File: src/rtl/gf2m_aop_mux_mul.sv
module gf2m_aop_mux_mul #(
  parameter int M       = 4,
  parameter bit REG_OUT = 1'b1
) (
  input  logic         clk,
  input  logic         rst_n,
  input  logic [M-1:0] a,
  input  logic [M-1:0] b,
  output logic [M-1:0] p
);
  localparam int N  = M + 1;
  localparam int NP = (M + 1) / 2;
  localparam int BW = 2 * NP;

  function automatic bit field_ok(input int m);
    int n, v;
    if (m < 2) return 1'b0;
    n = m + 1;
    for (int d = 2; d * d <= n; d++)
      if (n % d == 0) return 1'b0;
    v = 1;
    for (int k = 1; k <= m; k++) begin
      v = (v * 2) % n;
      if (v == 1 && k < m) return 1'b0;
    end
    return v == 1;
  endfunction

  function automatic logic [N-1:0] rotl(input logic [N-1:0] v, input int s);
    logic [N-1:0] r;
    for (int i = 0; i < N; i++) r[(i + s) % N] = v[i];
    return r;
  endfunction

  generate
    if (!field_ok(M)) begin : g_bad_m
      $error("M+1 must be prime with 2 primitive modulo M+1");
    end
  endgenerate

  logic [N-1:0]  ax, ax1, ax3;
  logic [BW-1:0] bp;
  logic [N-1:0]  term [NP];
  logic [N-1:0]  acc;
  logic [M-1:0]  prod;

  assign ax  = {1'b0, a};
  assign ax1 = rotl(ax, 1);
  assign ax3 = ax ^ ax1;
  assign bp  = BW'(b);

  generate
    for (genvar k = 0; k < NP; k++) begin : g_pair
      logic [N-1:0] pick;
      always_comb begin
        case (bp[2*k+1 -: 2])
          2'd0:    pick = '0;
          2'd1:    pick = ax;
          2'd2:    pick = ax1;
          default: pick = ax3;
        endcase
      end
      assign term[k] = rotl(pick, 2 * k);
    end
  endgenerate

  always_comb begin
    acc = '0;
    for (int k = 0; k < NP; k++) acc ^= term[k];
  end

  assign prod = acc[M-1:0] ^ {M{acc[M]}};

  generate
    if (REG_OUT) begin : g_reg
      always_ff @(posedge clk or negedge rst_n) begin
        if (!rst_n) p <= '0;
        else        p <= prod;
      end

      function automatic logic [M-1:0] times_x(input logic [M-1:0] v);
        return v[M-1] ? ~{v[M-2:0], 1'b0} : {v[M-2:0], 1'b0};
      endfunction

      p_zero_operand_r3: assert property (@(posedge clk) disable iff (!rst_n)
        (a == '0 || b == '0) |=> p == '0);
      p_unit_b_r4: assert property (@(posedge clk) disable iff (!rst_n)
        (b == M'(1)) |=> p == $past(a));
      p_unit_a_r4: assert property (@(posedge clk) disable iff (!rst_n)
        (a == M'(1)) |=> p == $past(b));
      p_times_x_r5: assert property (@(posedge clk) disable iff (!rst_n)
        (b == M'(2)) |=> p == times_x($past(a)));
      p_no_zero_div_r1: assert property (@(posedge clk) disable iff (!rst_n)
        (a != '0 && b != '0) |=> p != '0);
    end else begin : g_comb
      assign p = prod;
    end
  endgenerate
endmodule

File: config.mk
export PLATFORM = sky130hd
export DESIGN_NAME = gf2m_aop_mux_mul
export DESIGN_NICKNAME = d
export VERILOG_FILES = /design/src/rtl/gf2m_aop_mux_mul.sv
export SDC_FILE = /design/constraint.sdc
export NUM_CORES = 1
export LEC_CHECK = 0
export BUFFER_PORTS_ARGS = -buffer_cell sky130_fd_sc_hd__buf_2
export CAP_MARGIN = 30
export CORE_AREA = 3 3 40 42
export CTS_CLUSTER_DIAMETER = 200
export DETAILED_ROUTE_END_ITERATION = 8
export DIE_AREA = 0 0 43 45
export SYNTH_ARGS = -nofsm -noshare
export SYNTH_HDL_FRONTEND = slang
export SYNTH_SLANG_ARGS = --single-unit
File: constraint.sdc
create_clock -name clk -period 0.8 [get_ports clk]
set_input_delay 0.04 -clock clk [delete_from_list [all_inputs] [get_ports clk]]
set_output_delay 0.04 -clock clk [all_outputs]
set_load 0.05 [all_outputs]
==> results.tsv <==
metric	value	unit
wl_per_cell	11.3	um
timing.final.ws_setup	0.00399	ns
htree_levels	1	
ys_ff_latch	4	
areaGrowthSynthToFinish	52.8	%
crit_type	flip-flop to primary output	
ys_warn_count	0	
critical_path_peak_fanout	1	
period_share	99.5	%
yosysSeqAreaShare	31.5	%
critPathMaxStageDelay	0.37	ns
synth.avg_cell_area	10.6	um2
firstDrtPassIters	2	
grt_first_pass_wirelength	1120	um
p_int	0.705	mW
largest_reg_flops	4	
cts_tree	done	
worstSetupEndpointType	primary output	
insertedDiodeCount	0	
dp_slack	-0.242	ns
clockBufferDepth	2	
syn_area	318	um2
outcome	finished clean	
syn-num-nets	40	
dp_hpwl	533	um
utilization	37.8	%
routabilityCongestion	0.696	
cts_setup_buffers	0	
core_area	1280	um2
fin_cells	63	
cp.required	0.76	ns
ant_nets	0	
p_sw	0.460	mW
die_y	45	um
cts_buffers	3	
drive_gt1_share	41.7	%
critPathSlowestCell	dfrtp_1	
power_frac_comb	53.3	%
place_area	417	um2
synthCells	30	
path_cells	buf_6	
rsz0062_at_grt	yes	
grt_antenna_before_repair	0	
hold_violations	0	
via_count	267	
grtUsageTotal	8.34	%
routed_wl	715	um
drc	0	
yosysUniqueCellTypes	6	
slew_viol_final	0	
std_cell_rows	13	
top_register	p	
worstMarginPinSlew	0.187	ns
top_regs	p (4)	
critPathBufInv	1	
cap_violations	0	
leakage	0.273	nW
drtIter0Drc	5	
final_nets	60	
fin_crit	0.796	ns
power.density	2400	nW/um2
critPathLaunchType	flip-flop	
fin_hold_ws	0.134	ns
port_buffers	13	
cts-root-buf	clkbuf_4	
startpoint	p[0]$_DFF_PN0_	
swShare	39.5	%
dpl.cell_count	59	
fmax	1260	MHz
clkPwrFrac	20.9	%
die_x	43	um
final_common_cell	nand2_1	
fin_setup_tns	0	ns
grt.overflow.total	0	
total_power	1.16	mW
setup-violations-final	0	
power_frac_seq	25.8	%
start_util	24.7	%
io_pins	14	
grt_pass1_vias	274	
path_clk_slew	0.04	ns
detail_route.vias_per_cell	4.24	
grt_start_max_net_pins	5	
dieArea	1940	um2
layout_common_cells	nand2_1, buf_2, buf_6	
vdd_drop_max	1.00	mV
worstPathArrival	0.76	ns
slew-limit-headroom	87.5	%
cts.sinks	4	
critPathTopFamily	flip-flops	
hp-class	input port to async pin	
design_area	485	um2
[cell usage after synthesis]
cell type | instances | area share [%]
xnor2_1 | 1 | 2.8
dfrtp_1 | 4 | 31
xnor3_1 | 4 | 28
nand2_1 | 16 | 19
xor2_1 | 4 | 11
xnor3_2 | 1 | 7.5
[power by group through the flow]
stage	Combinational [mW]	Clock, mW	Sequential (mW)
global placement	0.526	0	0.287
floorplan	0.159	0	0.521
finish	0.621	0.243	0.301
detailed placement	0.532	0	0.279
CTS	0.621	0.263	0.298
global route	0.653	0.273	0.305
[cell families after synthesis]
kind of cell	synth area share [%]
xor+xnor	49.6
flops	31.5
simple gates	18.9
[layer usage]
metal	routed length (um)	up-vias	global-route usage [%]	part of all wire, %
met3	78	0	3.19	11
met1	298	123	8.98	42
li1	-	134	-	-
met5	0	-	0	0
met4	0	0	7.23	0
met2	337	10	12.9	47
[layout make-up]
type,count,area [um2]
fill,133,800
multi-input combinational,26,228
timing repair buffer,15,116
sequential,4,100
clock buffer,3,22.5
tap,15,18.8
[timing repair]
| item | in CTS | in global routing |
|---|---|---|
| hold buffers | 1 | 0 |
| resized for setup | 8 | 4 |
| endpoints found under the setup margin | 4 | 8 |
| hold endpoints to repair | 4 | 0 |
| pin swaps | 0 | 2 |
[path summary, 6_finish.rpt]
check	to	slack [ns]	cells past startpoint
min in group clk	p[2]$_DFF_PN0_	0.21	3
worst min-delay path	p[1]$_DFF_PN0_	0.13	2
worst max-delay path	p[0]	0.004	1
max in group asynchronous	p[3]$_DFF_PN0_	0.55	2
(Power assumes the default switching activity.)
